===== config.mk =====
export PLATFORM = sky130hd
export DESIGN_NAME = sr_rx_flush
export DESIGN_NICKNAME = d
export VERILOG_FILES = /design/src/rtl/rxf_pkg.sv /design/src/rtl/rx_sampler.sv /design/src/rtl/rx_buf.sv /design/src/rtl/sr_rx_flush.sv
export SDC_FILE = /design/constraint.sdc
export NUM_CORES = 1
export LEC_CHECK = 0
export ABC_AREA = 1
export CAP_MARGIN = 40
export CORE_ASPECT_RATIO = 0.6
export CORE_MARGIN = 3
export CORE_UTILIZATION = 45
export DETAILED_ROUTE_END_ITERATION = 6
export PLACE_DENSITY = 0.67
export SLEW_MARGIN = 30
export SYNTH_ARGS = -nofsm -noshare
export SYNTH_HDL_FRONTEND = slang
export SYNTH_HIERARCHICAL = 1
export SYNTH_SLANG_ARGS = --single-unit

===== constraint.sdc =====
create_clock -name clk -period 8.04 [get_ports clk]
set_input_delay 2.412 -clock clk [delete_from_list [all_inputs] [get_ports clk]]
set_output_delay 2.412 -clock clk [all_outputs]
set_load 0.005 [all_outputs]

===== src/rtl/rxf_pkg.sv =====
package rxf_pkg;

  typedef enum logic [2:0] {
    S_IDLE, S_START, S_DATA, S_PAR, S_STOP
  } rx_state_t;

  typedef struct packed {
    logic       dor;
    logic       pe;
    logic       fe;
    logic [8:0] data;
  } rx_ent_t;

  // two of three samples decide the bit
  function automatic logic maj3(input logic a, input logic b, input logic c);
    return (a & b) | (a & c) | (b & c);
  endfunction

  // size code to number of data bits
  function automatic logic [3:0] size_of_code(input logic [2:0] code);
    case (code)
      3'd0: return 4'd5;
      3'd1: return 4'd6;
      3'd2: return 4'd7;
      3'd7: return 4'd9;
      default: return 4'd8;
    endcase
  endfunction

  // bits shift in from the top; right-justify after n shifts
  function automatic logic [8:0] align_data(input logic [8:0] sh, input logic [3:0] n);
    return sh >> (4'd9 - n);
  endfunction

endpackage


===== src/rtl/rx_sampler.sv =====
module rx_sampler
  import rxf_pkg::*;
(
  input  logic       clk,
  input  logic       rst_n,
  input  logic       en,
  input  logic       tick,
  input  logic       rxd,
  input  logic [3:0] nbits,
  input  logic       par_en,
  input  logic       par_odd,
  output logic       frame_done,
  output logic [8:0] frame_data,
  output logic       frame_fe,
  output logic       frame_pe
);

  rx_state_t  st;
  logic [3:0] cnt;
  logic [3:0] bidx;
  logic [8:0] sh;
  logic       s0, s1, pbit;
  logic       vote;
  logic [8:0] aligned;

  assign vote    = maj3(s0, s1, rxd);
  assign aligned = align_data(sh, nbits);

  always_ff @(posedge clk) begin
    if (!rst_n) begin
      st         <= S_IDLE;
      cnt        <= '0;
      bidx       <= '0;
      sh         <= '0;
      s0         <= 1'b1;
      s1         <= 1'b1;
      pbit       <= 1'b0;
      frame_done <= 1'b0;
      frame_data <= '0;
      frame_fe   <= 1'b0;
      frame_pe   <= 1'b0;
    end else begin
      frame_done <= 1'b0;
      if (!en) begin
        st  <= S_IDLE;
        cnt <= '0;
      end else if (tick) begin
        if (st == S_IDLE) begin
          if (!rxd) begin
            st  <= S_START;
            cnt <= 4'd1;
          end
        end else begin
          cnt <= cnt + 4'd1;
          if (cnt == 4'd6) s0 <= rxd;
          if (cnt == 4'd7) s1 <= rxd;
          case (st)
            S_START: begin
              if (cnt == 4'd7 && rxd) st <= S_IDLE;
              else if (cnt == 4'd15) begin
                st   <= S_DATA;
                bidx <= '0;
              end
            end
            S_DATA: begin
              if (cnt == 4'd8) sh <= {vote, sh[8:1]};
              if (cnt == 4'd15) begin
                if (bidx == 4'(nbits - 4'd1)) st <= par_en ? S_PAR : S_STOP;
                else bidx <= bidx + 4'd1;
              end
            end
            S_PAR: begin
              if (cnt == 4'd8) pbit <= vote;
              else if (cnt == 4'd15) st <= S_STOP;
            end
            S_STOP: begin
              if (cnt == 4'd8) begin
                frame_done <= 1'b1;
                frame_data <= aligned;
                frame_fe   <= ~vote;
                frame_pe   <= par_en & ((^aligned) ^ pbit ^ par_odd);
                st         <= S_IDLE;
              end
            end
            default: st <= S_IDLE;
          endcase
        end
      end
    end
  end

  // failed start sample returns to idle
  p_false_start_r6: assert property (@(posedge clk) disable iff (!rst_n)
    (en && tick && st == S_START && cnt == 4'd7 && rxd) |=> (st == S_IDLE));

  // completion is a single-cycle event
  p_single_done_r11: assert property (@(posedge clk) disable iff (!rst_n)
    frame_done |=> !frame_done);

endmodule


===== src/rtl/rx_buf.sv =====
module rx_buf
  import rxf_pkg::*;
#(
  parameter int DEPTH = 2
) (
  input  logic    clk,
  input  logic    rst_n,
  input  logic    flush,
  input  logic    push,
  input  rx_ent_t push_ent,
  input  logic    pop,
  output rx_ent_t head,
  output logic    nonempty,
  output logic    full
);

  localparam int PW = (DEPTH > 1) ? $clog2(DEPTH) : 1;
  localparam int CW = $clog2(DEPTH + 1);

  rx_ent_t         mem [DEPTH];
  logic [PW-1:0]   rptr, wptr;
  logic [CW-1:0]   count;
  logic            do_pop, do_push, overrun;

  function automatic logic [PW-1:0] nxt(input logic [PW-1:0] p);
    return (p == PW'(DEPTH - 1)) ? '0 : p + PW'(1);
  endfunction

  function automatic logic [PW-1:0] prv(input logic [PW-1:0] p);
    return (p == '0) ? PW'(DEPTH - 1) : p - PW'(1);
  endfunction

  assign nonempty = (count != '0);
  assign full     = (count == CW'(DEPTH));
  assign do_pop   = pop & nonempty;
  assign do_push  = push & (!full | do_pop);
  assign overrun  = push & full & !do_pop;
  assign head     = nonempty ? mem[rptr] : '0;

  always_ff @(posedge clk) begin
    if (!rst_n || flush) begin
      rptr  <= '0;
      wptr  <= '0;
      count <= '0;
      for (int i = 0; i < DEPTH; i++) mem[i] <= '0;
    end else begin
      if (do_push) begin
        mem[wptr] <= push_ent;
        wptr      <= nxt(wptr);
      end
      if (overrun) mem[prv(wptr)].dor <= 1'b1;
      if (do_pop) rptr <= nxt(rptr);
      count <= count + CW'(do_push) - CW'(do_pop);
    end
  end

  // the count never passes the depth
  p_no_overflow_r10: assert property (@(posedge clk) disable iff (!rst_n)
    count <= CW'(DEPTH));

  // an extra character leaves a full buffer full
  p_drop_keeps_full_r10: assert property (@(posedge clk) disable iff (!rst_n)
    (overrun && !flush) |=> full);

endmodule


===== src/rtl/sr_rx_flush.sv =====
module sr_rx_flush
  import rxf_pkg::*;
#(
  parameter int DEPTH       = 2,
  parameter int SYNC_STAGES = 2
) (
  input  logic       clk,
  input  logic       rst_n,
  input  logic       rx_en,
  input  logic [2:0] char_sz,
  input  logic [1:0] par_mode,
  input  logic       rd_lo,
  input  logic       tick16,
  input  logic       rx_pin,
  output logic       rx_own,
  output logic [7:0] rd_data,
  output logic       rd_bit9,
  output logic       rx_done,
  output logic       ferr,
  output logic       dovr,
  output logic       perr
);

  logic [SYNC_STAGES-1:0] sync_q;
  logic                   rxd_s;
  logic                   frm_done, frm_fe, frm_pe;
  logic [8:0]             frm_data;
  rx_ent_t                new_ent, head;
  logic                   buf_full;

  generate
    if (SYNC_STAGES == 1) begin : g_sync1
      always_ff @(posedge clk) sync_q <= !rst_n ? 1'b1 : rx_pin;
    end else begin : g_syncn
      always_ff @(posedge clk) begin
        if (!rst_n) sync_q <= '1;
        else        sync_q <= {sync_q[SYNC_STAGES-2:0], rx_pin};
      end
    end
  endgenerate

  // line is seen as idle-high unless the receiver owns it
  assign rxd_s  = rx_en ? sync_q[SYNC_STAGES-1] : 1'b1;
  assign rx_own = rx_en;

  rx_sampler u_samp (
    .clk       (clk),
    .rst_n     (rst_n),
    .en        (rx_en),
    .tick      (tick16),
    .rxd       (rxd_s),
    .nbits     (size_of_code(char_sz)),
    .par_en    (par_mode[1]),
    .par_odd   (par_mode[0]),
    .frame_done(frm_done),
    .frame_data(frm_data),
    .frame_fe  (frm_fe),
    .frame_pe  (frm_pe)
  );

  assign new_ent = '{dor: 1'b0, pe: frm_pe, fe: frm_fe, data: frm_data};

  rx_buf #(.DEPTH(DEPTH)) u_buf (
    .clk     (clk),
    .rst_n   (rst_n),
    .flush   (!rx_en),
    .push    (frm_done),
    .push_ent(new_ent),
    .pop     (rd_lo),
    .head    (head),
    .nonempty(rx_done),
    .full    (buf_full)
  );

  assign rd_data = head.data[7:0];
  assign rd_bit9 = head.data[8];
  assign ferr    = head.fe;
  assign dovr    = head.dor;
  assign perr    = head.pe;

  // disable empties the buffer and clears every flag
  p_flush_clears_r1: assert property (@(posedge clk) disable iff (!rst_n)
    !rx_en |=> (!rx_done && !ferr && !dovr && !perr && !rd_bit9 && rd_data == 8'h00));

  // new unread data only appears after a completed frame
  p_done_after_frame_r11: assert property (@(posedge clk) disable iff (!rst_n)
    $rose(rx_done) |-> $past(frm_done));

  // head character is stable while no read and no new completion
  p_head_stable_r4: assert property (@(posedge clk) disable iff (!rst_n)
    (rx_done && rx_en && !rd_lo) |=> (!rx_en || $stable({rd_bit9, rd_data, ferr, perr})));

endmodule


Word level (Yosys, flattened, before mapping) --
Memories as Yosys holds them, arrays and structs flattened. A register that Yosys moved wholly into a read port is not among the register bits. Cells that the tools add are included. W data, S select, Z words.
Operators by class: bitwise operators 19, shift-type cells 1, muxes and demuxes 41, eq/ne operators 24, reductions and logical operators 23, add/sub/neg operators 9
Operators with widths (number):
- $mux W12 | 3
- $mux W3 | 10
- $mux W4 | 6
- $reduce_or A12 Y1 | 2
- $mux W1 | 18
- $pmux W4 S4 | 1
- $reduce_and A8 Y1 | 2
- $reduce_and A5 Y1 | 3
- $ne A3 B1 Y1 const B | 4
- $pmux W3 S4 | 1
- $eq A3 B2 Y1 const B | 3
- $reduce_xor A9 Y1 | 1
- $shr A9 B4 Y9 | 1
- $add A4 B1 Y4 const B | 2
- $and A1 B1 Y1 | 8
- $eq A4 B3 Y1 const B | 2
- $eq A4 B4 Y1 const B | 2
- $pmux W4 S2 | 1
- $reduce_and A4 Y1 | 2
- $eq A3 B1 Y1 const B | 2
- $eq A3 B3 Y1 const B | 2
- $logic_not A3 Y1 | 2
- $ne A2 B2 Y1 const B | 3
- $not A1 Y1 | 6
- other kinds (20) | 30
Storage, ports and cells: memory bits (writable) 24, memories 1, word-level logic and storage cells 133, output and inout bits 14, input bits 11, register bits 41
Memory list:
- u_buf.mem | words 2, width 12, rd ports 1, clocked after memory_dff 1, wr ports 2, line rx_buf.sv:20 | rx_ent_t mem [DEPTH];

Depth between registers and ports, before layout --
Gate-level depths: netlist of the first run.
depth in word-level cells 10, depth in mapped cells 23, gate-level depth less buffers 23

Hierarchy --
Netlist of the first run, hierarchy kept.
Modules (own cells, without submodules):
- rx_sampler | cells each 329, seq. area each 700.7 um2, times used 1, area each 2097.0 um2
- rx_buf | cells each 168, seq. area each 820.8 um2, times used 1, area each 1496.4 um2
- sr_rx_flush | cells each 20, seq. area each 40.0 um2, times used 1, area each 127.6 um2

Worst setup path before layout of the first run --
OpenSTA, ideal clock, no wires.
kind input-to-output, start in rx_en, end out rx_own, path buffers 1, stages 1, arrival 2.523 ns, slack 3.105 ns, required time 5.628 ns, cell sequence buf_4
RTL lines:
- start: declaration | line sr_rx_flush.sv:9 | input logic rx_en,
- end: declaration | line sr_rx_flush.sv:15 | output logic rx_own,
No word-level cell between the ends.

Worst setup path in the final report of the first run --
start in rx_en, end out rx_own
No word-level cell between the ends.

==> reports/metrics.cfg, run 1 <==
[critical_path]
required_ns=5.63
startpoint_type=input port
crit_family=buffers and inverters
crit_fanout=4
worst_path_largest_cell_delay_ns=0.54
reg2reg_slack_ns=5.90
critPathArrivalTime_ns=3.49
crit_type=input port to output port
cp_cell_sequence=clkdlybuf4s50_1 -> clkdlybuf4s50_1
crit_path_end_kind=output port
path_common_cell=clkdlybuf4s50_1
crit_slowest_cell=clkdlybuf4s50_1
critPathBufInv=2

[routing]
wl_per_cell_um=12.6
num_vias=3274
post-route-drc-count=0
ant_nets=0
drt_wl_total_um=8150
drtIter0Drc=261
firstDrtPassIters=5
post_drt_via_cell_ratio=5.05

[cts]
clk_path_buf_depth=2
cts-buffers-inserted=9
clk_pin_slew_ns=0.05
h-tree-depth=3
clock_latency_ns=0.33
post_cts_buffers=0
cts_tree=yes
ctsResizeCount=0
cts-hold-fix-buffers=0
ctsRootBufferMaster=clkbuf_16
cts_sinks=66

[sta]
rsz0062_at_grt=no
fin_skew_ns=0.00598
fin_crit_sh=0.734
tightest_slew_ns=0.695
drv_slew=0
finalCriticalPeriod_ns=5.90
hold_violations=0
fin_hold_ws_ns=0.400
slew_headroom=0.536
setup_slack_ns=2.14
fin_setup_tns_ns=0
fmax_ghz=0.170
setup_viol=0

[grt]
grt_max_degree=28
grt_pass1_vias=2940
groute.usage.overall=0.182
antenna_found_initial=0
grt-ovfl-total=0
grt_pass1_wl_um=13700

[placement]
port-buffer-count=24
pre_cts_ws_ns=2.15
placed_cell_area_sq_um=3990
hpwl_um=5930
gp_congestion=0.891
dp.cells=631

[die]
die_w_um=123
core_area_sq_um=7630
dieArea_sq_um=9420
fp.dieH_um=76.4
fp-row-count=24
start_util=0.487
ioPinCount=25

[cells_and_area]
diodes=0
area_delta_synth_final_pct=16.4
final-instance-count-excl-fill=648
final_area_sq_um=4330
finalNetCount=557
drive_gt1_frac=0.0901
final_util=0.567

[synth]
synthCells=516
avgSynthCellArea_sq_um=7.20
synthesis.area_sq_um=3720
syn_nets=534
yosys_warnings=6

[pwr]
finalPower_mw=0.858
p_leak_nw=1.86
ir_drop_mv=0.145
power_density_nw_per_um2=198

[run_status]
status=complete, no violations

[run]
maxCapViolations=0

[hold_path]
hold_path_class=register to register

## final cells by class
| class | count | area (sq um) |
|---|---|---|
| clock inverters | 6 | 105 |
| inverters | 76 | 285 |
| flip-flops and latches | 66 | 1560 |
| repair buffers | 26 | 250 |
| multi-input cells | 360 | 1770 |
| fillers | 708 | 3300 |
| well taps | 104 | 130 |
| clock buffers | 10 | 229 |
## state kept, by name (all words and copies together) (netlist names), named ones only
name               cells
u_buf/mem             24
u_samp/frame_data      9
u_samp/sh              9
u_samp/bidx            4
u_samp/cnt             4
u_samp/st              3
sync_q                 2
u_buf/count            2
u_buf/rptr             1
u_buf/wptr             1
u_samp/frame_done      1
u_samp/frame_fe        1
u_samp/frame_pe        1
u_samp/pbit            1
u_samp/s0              1
u_samp/s1              1
## per-layer routing
layer | global-route usage | wire length [um] | up-vias
li1 | - | - | 1702
met1 | 0.270 | 4120 | 1478
met2 | 0.261 | 3400 | 84
met3 | 0.0467 | 553 | 10
met4 | 0.0431 | 78 | 0
met5 | 0 | 0 | -
## power breakdown
group	internal [mW]	switching (mW)	leakage [nW]
logic	0.0203	0.0436	1.10
clock network	0.301	0.140	0.158
registers	0.352	0.00196	0.603
## cell usage in the layout, fill, tap and decap left out, types with 4 or more instances in the layout
| cell | instances |
|---|---|
| ha_1 | 7 |
| dfxtp_1 | 42 |
| nor2_2 | 8 |
| o21ai_0 | 36 |
| clkdlybuf4s50_1 | 23 |
| edfxtp_1 | 24 |
| nand2_2 | 5 |
| nor2_1 | 44 |
| inv_2 | 6 |
| clkbuf_16 | 9 |
| nand3_2 | 7 |
| nand2_1 | 138 |
| a21oi_1 | 40 |
| inv_1 | 69 |
| nor3_1 | 5 |
| xor2_1 | 4 |
| nand3_1 | 43 |
## final timing paths
path	start	endpoint	cells after the start
min	sync_q[0]	sync_q[1]	2
min reg2reg	sync_q[0]	sync_q[1]	2
max	rx_en	rx_own	2
max reg2reg	u_samp/st[0]	u_samp/sh[2]	9
Power figures use the tool's default switching activity.
==> inputs of run 2 (changes only) <==
- PLACE_DENSITY: 0.67 -> 0.69
- clock period: 8.04 -> 5.4 ns (I/O delays scaled with it)
==> run 2 against run 1 <==
Net effect:
- clock skew grew 0.00071 ns
- hold slack gained 0.0071 ns
- worst setup slack lost 1.4 ns
- sequential share of layout area grew 0.37 points
- global-route usage grew 0.59 points
- highest routed layer unchanged
- register-to-register slack lost 2.6 ns
- routed wire length grew 1.7%
- critical endpoint is now u_samp/bidx[2]
- largest cell class unchanged
- power grew 34%
==> reports/metrics.cfg, run 2 (same netlist as run 1, synthesis figures left out) <==
[grt]
grt_pass1_wl_um=14100
grt-ovfl-total=0
antenna_found_initial=0
groute.usage.overall=0.188
grt_pass1_vias=3112
grt_max_degree=28

[cells_and_area]
top_regs=u_buf/mem x24, u_samp/frame_data x9, u_samp/sh x9
diodes=0
drive_gt1_frac=0.0971
final_util=0.562
multi_input_area_sq_um=1770
final_common_cell=nand2_1
fillers=726
largest_reg_flops=24
finalNetCount=559
final_area_sq_um=4280
final-instance-count-excl-fill=650
register_area_sq_um=1560
top_register=u_buf/mem
area_delta_synth_final_pct=15.2
final_cell_mix=nand2_1, inv_1, nor2_1, nand3_1, dfxtp_1

[placement]
hpwl_um=5920
gp_congestion=0.833
dp.cells=633
port-buffer-count=24
placed_cell_area_sq_um=4010
pre_cts_ws_ns=0.529

[critical_path]
required_ns=5.61
crit_fanout=11
startpoint_type=input port
crit_path_end_kind=register
worstReg2RegStart=u_samp/st[0]
startpoint=char_sz[0]
crit_type=input port to register
critPathArrivalTime_ns=4.84

[pwr]
power_density_nw_per_um2=269
finalPower_mw=1.15
p_leak_nw=1.85
ir_drop_mv=0.146

[routing]
drtIter0Drc=347
firstDrtPassIters=5
ant_nets=0
wl_per_cell_um=12.8
drt_wl_total_um=8290
post_drt_via_cell_ratio=5.28
num_vias=3429
post-route-drc-count=0

[sta]
fin_setup_tns_ns=0
tightest_slew_ns=0.695
fin_hold_ws_ns=0.407
finalCriticalPeriod_ns=4.63
setup_slack_ns=0.766
slew_headroom=0.536
setup_viol=0
fmax_ghz=0.216
drv_slew=0
fin_crit_sh=0.858
fin_skew_ns=0.00668
hold_violations=0
rsz0062_at_grt=no

[cts]
post_cts_buffers=0
cts_sinks=66
clk_pin_slew_ns=0.06
ctsRootBufferMaster=clkbuf_16
clock_latency_ns=0.33
clk_path_buf_depth=2
cts-buffers-inserted=9
ctsResizeCount=0
cts_tree=yes
cts-hold-fix-buffers=0
h-tree-depth=3

[die]
fp.dieH_um=76.4
ioPinCount=25
dieArea_sq_um=9420
fp-row-count=24
start_util=0.487
die_w_um=123
core_area_sq_um=7630

[hold_path]
hold_path_class=register to register
worstHoldStart=sync_q[0]

[run_status]
status=complete, no violations

[run]
maxCapViolations=0

[run 2: area by class of cell]
| class | instances | share of cell area |
|---|---|---|
| clock buffers | 9 | 0.0526 |
| clock inverters | 7 | 0.0105 |
| inverters | 76 | 0.0666 |
| multi-input cells | 360 | 0.412 |
| flip-flops and latches | 66 | 0.364 |
| well taps | 104 | 0.0304 |
| repair buffers | 28 | 0.0631 |
[run 2: worst paths after layout]
path | end | slack (ns) | depth (start not counted)
max | u_samp/bidx[2] | 0.77 | 16
max reg2reg | u_samp/sh[8] | 3.33 | 9
min | sync_q[1] | 0.41 | 2
min reg2reg | sync_q[1] | 0.41 | 2
[run 2: power breakdown]
group	internal (mW)	switching (mW)	leakage [nW]	total [mW]
clock network	0.309	0.222	0.135	0.532
registers	0.524	0.00301	0.603	0.527
logic	0.0317	0.0625	1.11	0.0942
total	0.865	0.288	1.85	1.15
[run 2: metal layers]
| metal | track usage | routed length [um] | vias to the layer above |
|---|---|---|---|
| met5 | 0 | 0 | - |
| met4 | 0.0641 | 114 | 0 |
| met3 | 0.0542 | 618 | 11 |
| met2 | 0.263 | 3360 | 135 |
| met1 | 0.273 | 4200 | 1581 |
| li1 | - | - | 1702 |
[run 2: worst max-delay path: stages]
cell and delay [ns]:
clkdlybuf4s50_1 0.48, nand2_2 0.11, nand2_4 0.06, nor2_2 0.35, clkinv_1 0.36, ha_1 0.33, nand2_1 0.07, nand2_1 0.08
o21ai_0 0.37, xor2_1 0.12, nand2_1 0.10, nand2_1 0.07, nand2_1 0.07, nand3_1 0.16, o21ai_0 0.37, nor2_1 0.10
